## config.mk

```make
export PLATFORM = sky130hd
export DESIGN_NAME = tdm_frame_rx
export DESIGN_NICKNAME = d
export VERILOG_FILES = /design/src/rtl/tdm_rx_pkg.sv /design/src/rtl/tdm_rx_align.sv /design/src/rtl/tdm_rx_deser.sv /design/src/rtl/tdm_rx_outbank.sv /design/src/rtl/tdm_frame_rx.sv
export SDC_FILE = /design/constraint.sdc
export NUM_CORES = 1
export LEC_CHECK = 0
export BUFFER_PORTS_ARGS = -buffer_cell sky130_fd_sc_hd__buf_4
export CAP_MARGIN = 5
export CORE_ASPECT_RATIO = 2
export CORE_MARGIN = 1.5
export CORE_UTILIZATION = 52
export DETAILED_ROUTE_END_ITERATION = 7
export GPL_ROUTABILITY_DRIVEN = 0
export PLACE_DENSITY = 0.8
export SLEW_MARGIN = 20
export SYNTH_ARGS = -nofsm -noshare
export SYNTH_HDL_FRONTEND = slang
export SYNTH_SLANG_ARGS = --single-unit
```

## constraint.sdc

```tcl
create_clock -name clk -period 1.5 [get_ports clk]
set_input_delay 0.225 -clock clk [delete_from_list [all_inputs] [get_ports clk]]
set_output_delay 0.225 -clock clk [all_outputs]
set_load 0.005 [all_outputs]
```

## src/rtl/tdm_rx_pkg.sv

```systemverilog
`timescale 1ns/1ps
// Shared defaults for the TDM frame receiver.
// Assumes every slot holds the same number of bits and that the slot count
// fits in the tag after its ready bit.
package tdm_rx_pkg;
    localparam int TAG_W_D     = 16;
    localparam int SLOT_W_D    = 20;
    localparam int NUM_SLOTS_D = 12;
endpackage

```

## src/rtl/tdm_rx_align.sv

```systemverilog
`timescale 1ns/1ps
// Frame alignment and bit-position counter.
// Finds strobe rises, restarts the position count after each one, and flags
// rises that do not land on the last position of a locked frame.
// Assumes the strobe is already synchronous to clk.
module tdm_rx_align #(
    parameter int FRAME_BITS = 256,
    parameter int POS_W      = 8
) (
    input  logic             clk,
    input  logic             rst_n,
    input  logic             strobe_i,
    output logic [POS_W-1:0] pos_o,
    output logic             locked_o,
    output logic             frame_end_o,
    output logic             sync_err_o
);
    localparam logic [POS_W-1:0] LAST_POS = POS_W'(FRAME_BITS - 1);

    logic strobe_q;
    logic rise;

    assign rise = strobe_i & ~strobe_q;

    // Track strobe history, step the position and raise the sticky error.
    always_ff @(posedge clk) begin
        if (!rst_n) begin
            strobe_q    <= 1'b0;
            pos_o       <= '0;
            locked_o    <= 1'b0;
            frame_end_o <= 1'b0;
            sync_err_o  <= 1'b0;
        end else begin
            strobe_q    <= strobe_i;
            frame_end_o <= locked_o && (pos_o == LAST_POS);
            if (rise) begin
                pos_o    <= '0;
                locked_o <= 1'b1;
                if (locked_o && (pos_o != LAST_POS)) begin
                    sync_err_o <= 1'b1;
                end
            end else if (locked_o) begin
                pos_o <= (pos_o == LAST_POS) ? '0 : pos_o + 1'b1;
            end
        end
    end
endmodule

```

## src/rtl/tdm_rx_deser.sv

```systemverilog
`timescale 1ns/1ps
// Deserializer for the tag and the data slots.
// Shifts each sample into the register that owns the current position.
// Only the ready and valid bits of the tag go out; the rest of the tag
// passes through the shift register only.
// Assumes pos_i is only meaningful while sample_en is high.
module tdm_rx_deser #(
    parameter int TAG_W     = 16,
    parameter int SLOT_W    = 20,
    parameter int NUM_SLOTS = 12,
    parameter int POS_W     = 8
) (
    input  logic                        clk,
    input  logic                        rst_n,
    input  logic                        sample_en,
    input  logic [POS_W-1:0]            pos_i,
    input  logic                        sdata_i,
    output logic [NUM_SLOTS:0]          flags_o,
    output logic [NUM_SLOTS*SLOT_W-1:0] slots_o
);
    localparam logic [POS_W-1:0] TAG_HI = POS_W'(TAG_W - 1);

    logic [TAG_W-1:0] tag_sr;

    // Collect tag bits, first sample ending up in the top bit.
    always_ff @(posedge clk) begin
        if (!rst_n) begin
            tag_sr <= '0;
        end else if (sample_en && (pos_i <= TAG_HI)) begin
            tag_sr <= {tag_sr[TAG_W-2:0], sdata_i};
        end
    end

    assign flags_o = tag_sr[TAG_W-1 -: NUM_SLOTS+1];

    for (genvar k = 0; k < NUM_SLOTS; k++) begin : g_slot
        localparam int               LO   = TAG_W + k * SLOT_W;
        localparam logic [POS_W-1:0] LO_P = POS_W'(LO);
        localparam logic [POS_W-1:0] HI_P = POS_W'(LO + SLOT_W - 1);

        logic [SLOT_W-1:0] sr;

        // Shift in this slot's bits during its position window.
        always_ff @(posedge clk) begin
            if (!rst_n) begin
                sr <= '0;
            end else if (sample_en && (pos_i >= LO_P) && (pos_i <= HI_P)) begin
                sr <= {sr[SLOT_W-2:0], sdata_i};
            end
        end

        assign slots_o[k*SLOT_W +: SLOT_W] = sr;
    end
endmodule

```

## src/rtl/tdm_rx_outbank.sv

```systemverilog
`timescale 1ns/1ps
// Output bank.
// On a commit it copies the flags, and each valid slot word, from the
// staging registers to the outputs, and raises the done pulse.
// Assumes commit_i comes one cycle after the last position was sampled,
// so the staging registers are complete and not yet overwritten.
module tdm_rx_outbank #(
    parameter int SLOT_W    = 20,
    parameter int NUM_SLOTS = 12
) (
    input  logic                        clk,
    input  logic                        rst_n,
    input  logic                        commit_i,
    input  logic [NUM_SLOTS:0]          flags_i,
    input  logic [NUM_SLOTS*SLOT_W-1:0] slots_i,
    output logic                        ready_o,
    output logic [NUM_SLOTS-1:0]        valid_o,
    output logic [NUM_SLOTS*SLOT_W-1:0] data_o,
    output logic                        done_o
);
    logic [NUM_SLOTS-1:0] tag_valid;

    // Slot n's valid bit sits n places below the ready bit.
    for (genvar k = 0; k < NUM_SLOTS; k++) begin : g_vmap
        assign tag_valid[k] = flags_i[NUM_SLOTS-1-k];
    end

    // Update the ready and valid flags and the done pulse.
    always_ff @(posedge clk) begin
        if (!rst_n) begin
            ready_o <= 1'b0;
            valid_o <= '0;
            done_o  <= 1'b0;
        end else begin
            done_o <= commit_i;
            if (commit_i) begin
                ready_o <= flags_i[NUM_SLOTS];
                valid_o <= tag_valid;
            end
        end
    end

    for (genvar k = 0; k < NUM_SLOTS; k++) begin : g_word
        // Replace a slot word only when the frame marks it valid.
        always_ff @(posedge clk) begin
            if (!rst_n) begin
                data_o[k*SLOT_W +: SLOT_W] <= '0;
            end else if (commit_i && tag_valid[k]) begin
                data_o[k*SLOT_W +: SLOT_W] <= slots_i[k*SLOT_W +: SLOT_W];
            end
        end
    end
endmodule

```

## src/rtl/tdm_frame_rx.sv

```systemverilog
`timescale 1ns/1ps
// TDM frame receiver, top level.
// Locks to the frame strobe, deserializes the tag and the data slots, and
// shows them in parallel after each complete frame.
// Assumes clk is the sampling edge of the bit clock and that the strobe
// and serial input are synchronous to it.
module tdm_frame_rx
    import tdm_rx_pkg::*;
#(
    parameter int TAG_W     = TAG_W_D,
    parameter int SLOT_W    = SLOT_W_D,
    parameter int NUM_SLOTS = NUM_SLOTS_D
) (
    input  logic                        clk,
    input  logic                        rst_n,
    input  logic                        frame_strobe_i,
    input  logic                        serial_i,
    output logic                        dev_ready_o,
    output logic [NUM_SLOTS-1:0]        slot_valid_o,
    output logic [NUM_SLOTS*SLOT_W-1:0] slot_data_o,
    output logic                        frame_done_o,
    output logic                        sync_err_o
);
    localparam int FRAME_BITS = TAG_W + SLOT_W * NUM_SLOTS;
    localparam int POS_W      = $clog2(FRAME_BITS);

    logic [POS_W-1:0]            pos;
    logic                        locked;
    logic                        frame_end;
    logic [NUM_SLOTS:0]          flags;
    logic [NUM_SLOTS*SLOT_W-1:0] staged;

    tdm_rx_align #(
        .FRAME_BITS(FRAME_BITS),
        .POS_W     (POS_W)
    ) u_align (
        .clk        (clk),
        .rst_n      (rst_n),
        .strobe_i   (frame_strobe_i),
        .pos_o      (pos),
        .locked_o   (locked),
        .frame_end_o(frame_end),
        .sync_err_o (sync_err_o)
    );

    tdm_rx_deser #(
        .TAG_W    (TAG_W),
        .SLOT_W   (SLOT_W),
        .NUM_SLOTS(NUM_SLOTS),
        .POS_W    (POS_W)
    ) u_deser (
        .clk      (clk),
        .rst_n    (rst_n),
        .sample_en(locked),
        .pos_i    (pos),
        .sdata_i  (serial_i),
        .flags_o  (flags),
        .slots_o  (staged)
    );

    tdm_rx_outbank #(
        .SLOT_W   (SLOT_W),
        .NUM_SLOTS(NUM_SLOTS)
    ) u_bank (
        .clk     (clk),
        .rst_n   (rst_n),
        .commit_i(frame_end),
        .flags_i (flags),
        .slots_i (staged),
        .ready_o (dev_ready_o),
        .valid_o (slot_valid_o),
        .data_o  (slot_data_o),
        .done_o  (frame_done_o)
    );
endmodule

```

==> qor.csv <==
stage,metric,value,unit
yosys,Mapped Area,0.0193,mm^2
critical_path,CP endpoint kind,register,
placement,Port Buffers,258,
global_route,initial antenna violation count,0,
placement,Detail Placement HPWL,30900,um
yosys,top_reg_cell synth,dfxtp_1,
drt,DR DRC count,21,
drt,via count,16100,
timing,max frequency,604,MHz
final_layout,# fillers,2762,
yosys,Synth Area per Inst,8.66,um^2
floorplan,Core ar.,0.0365,mm^2
pwr,pwr dens,1040,mW/mm^2
yosys,register area share after synthesis,54.0,%
drt,WL per Instance,16.8,um
cts,H-tree levels,2,
global_route,Global Route Usage Sum,23.6,%
cts,"CTS clk-pin slew, worst paths",0.07,ns
job,Max-cap violations,0,
timing,Tmin final,1.65,ns
cts,TritonCTS clock tree,built,
critical_path,CP Launch Type,register,
final_layout,fin nets,2502,
outcome,outcome,finished with violations,
floorplan,Site Rows,99,
cts,Skew-Pair Late Insertion Delay,0.55,ns
cts,CTS buffer count,44,
floorplan,initial core utilization,52.9,%
timing,unrepaired setup endpoints after global routing,yes,
final_layout,Area Overhead vs Synth,29.8,%
final_layout,fin util,68.8,%
timing,Max transition margin,69.3,%
yosys,post-synthesis cell type count,50,
timing,"Hold Vio Cnt, Final",0,
final_layout,area of the multi-input gates,0.00864,mm^2
floorplan,chip width,139,um
yosys,Yosys top cell by area,dfxtp_1,
global_route,vias in the first global route,15000,
yosys,number of synthesized flops with an enable pin,0,
timing,Worst-Margin Slew,0.459,ns
floorplan,Vert. Die Dim,276,um
yosys,yosys warns,0,
pwr,leakage,9.26,nW
global_route,"Remaining Overflow, GRT",0,
critical_path,CP max FO,10,
yosys,most area-consuming cells after synthesis,"dfxtp_1 (54%), nand2_1 (15%), a21boi_0 (11%)",
timing,final setup fails,183,
global_route,first-pass GRT wire length,74300,um
final_layout,Layout Cells excl Fill,2978,
yosys,cell count after synthesis,2235,
pwr,Tot Pwr,0.0261,W
timing,Clock Skew,0.0119,ns
floorplan,# IOs,259,
critical_path,FF-to-FF setup slack,-0.15,ns
pwr,maximum vdd drop,0.799,mV
cts,clk sinks,522,
final_layout,Antenna Cells,0,
drt,DRT iter0 DRCs,909,
timing,WHS,0.0486,ns
outcome,failing checks,"design-rule violations, negative setup slack",
yosys,top-count cell post-synth,nand2_1,
hold_path,Hold Crit Class,in2reg,
final_layout,Register Area,0.0105,mm^2
critical_path,CP Data Arrival Time,2.11,ns
yosys,ys async rst share,0,%
drt,Vias/cell,5.40,
drt,Antenna Nets Post-Route,0,
timing,"Period Utilization, post-route",110,%
yosys,Synth top cells by count,"nand2_1 (774), dfxtp_1 (522), a21boi_0 (280)",
critical_path,crit path kind,reg2reg,
yosys,syn nets,2241,
cts,clock buffer depth,3,
timing,Slew Limit Fails,0,
critical_path,worst path required time,1.95,ns
placement,pre-CTS setup slack,-0.222,ns
final_layout,layout cell share with drive strength beyond 1,22.5,%
placement,number of cells after detailed placement,2850,
timing,min setup slack post-route,-0.154,ns
drt,total wire length,50000,um
yosys,number of synthesized register bits,522,
cts,Root Driver,clkbuf_16,
global_route,largest net degree at the start of global routing,100,
yosys,post-synth top area share,54.0,%
floorplan,die area,0.0384,mm^2
drt,TritonRoute pass-1 iters,8,
[cell families (layout without fill, tap and decap cells)]
logic type                 after synthesis  after routing  synth area share (%)
adders and majority gates                2              2                 0.129
xor gates and xnor gates                 4              4                 0.181
muxes                                   82             82                  4.24
buffers and inverters                  179            468                  4.01
DFF                                    522            522                  54.0
and+or+nand+nor                        997            997                  21.4
AOI/OAI and AO/OA                      449            449                  16.0
[critical path, cell delays in order (launching register included)]
cell and delay, ns:
dfxtp_4 0.38, nor2b_2 0.23, buf_4 0.14, a22oi_1 0.07, or2_4 0.30, clkbuf_16 0.19, mux2i_1 0.24
[layout make-up]
cell class	count	area share [%]
tap	454	2.26
clock buffer	61	5.00
sequential	522	41.7
timing repair buffer	391	15.8
multi-input combinational	1534	34.4
clock inverter	13	0.782
inverter	3	0.0448
[layer usage]
layer / global-route usage [%] / part of all wire [%] / vias up
met5: 0 / 0 / -
met4: 12.9 / 5.5 / 0
met3: 3.44 / 4.4 / 155
met2: 45.4 / 55 / 418
met1: 24.4 / 35 / 7631
li1: - / - / 7876
[layout by cell type (no fill, tap or decap), types with 2 or more instances in the layout]
cell type | synthesis | final
a21boi_0 | 280 | 270
a21boi_1 | 28 | 38
a21oi_1 | 4 | 3
and2_1 | 16 | 15
buf_12 | 0 | 40
buf_16 | 0 | 6
buf_4 | 7 | 307
buf_6 | 3 | 14
buf_8 | 0 | 3
bufinv_16 | 0 | 5
clkbuf_1 | 121 | 9
clkbuf_16 | 0 | 64
clkbuf_8 | 0 | 7
clkinv_2 | 0 | 6
dfxtp_1 | 522 | 514
dfxtp_4 | 0 | 7
inv_1 | 3 | 3
mux2i_1 | 82 | 81
nand2_1 | 774 | 772
nand2b_1 | 14 | 14
nand3_1 | 139 | 87
nand3_2 | 0 | 49
nand3_4 | 0 | 3
nand4_1 | 3 | 3
nor2_1 | 6 | 4
nor2_4 | 0 | 2
nor2b_1 | 26 | 23
nor2b_2 | 0 | 2
nor3_1 | 4 | 2
o21ai_0 | 113 | 39
o21ai_1 | 11 | 62
o21ai_2 | 0 | 22
or2_4 | 0 | 2
or3_1 | 3 | 2
xnor2_1 | 2 | 2
xor2_1 | 2 | 2
[through the flow]
stage,area [um^2],TNS (ns)
finish,25100,-9.49
global route,25100,-19.89
CTS,24100,-2.48
detailed placement,22100,-24.96
global placement,22100,-14.57
floorplan,19300,0
[sequential cells by signal, summed over array words and instances (netlist names)]
| name | flops |
|---|---|
| u_align.frame_end_o | 1 |
| u_align.locked_o | 1 |
| u_align.pos_o | 8 |
| u_align.strobe_q | 1 |
| u_align.sync_err_o | 1 |
| u_bank.data_o | 240 |
| u_bank.done_o | 1 |
| u_bank.ready_o | 1 |
| u_bank.valid_o | 12 |
| u_deser.g_slot.sr | 240 |
| u_deser.tag_sr | 16 |
[final timing paths]
check,from,depth (start not counted),endpoint
max,u_align.pos_o[5],6,u_deser.g_slot[10].sr[12]
min,serial_i,3,u_deser.g_slot[6].sr[0]
max reg2reg,u_align.pos_o[5],6,u_deser.g_slot[10].sr[12]
min reg2reg,u_bank.data_o[218],2,u_bank.data_o[218]
[where the power goes]
group	switching, W	total, W	internal [W]	leakage, nW
Sequential	0.00000833	0.0139	0.0139	4.21
Clock	0.00502	0.0117	0.00670	0.714
Combinational	0.000308	0.000505	0.000197	4.34
[what timing repair did]
item,CTS,global route
endpoints found under the hold margin,1,0
gates resized for setup,59,168
pin swaps,1,19
setup buffers,14,7
endpoints found under the setup margin,239,259
gates cloned,8,25
hold buffers,1,0
(Power assumes the default switching activity.)
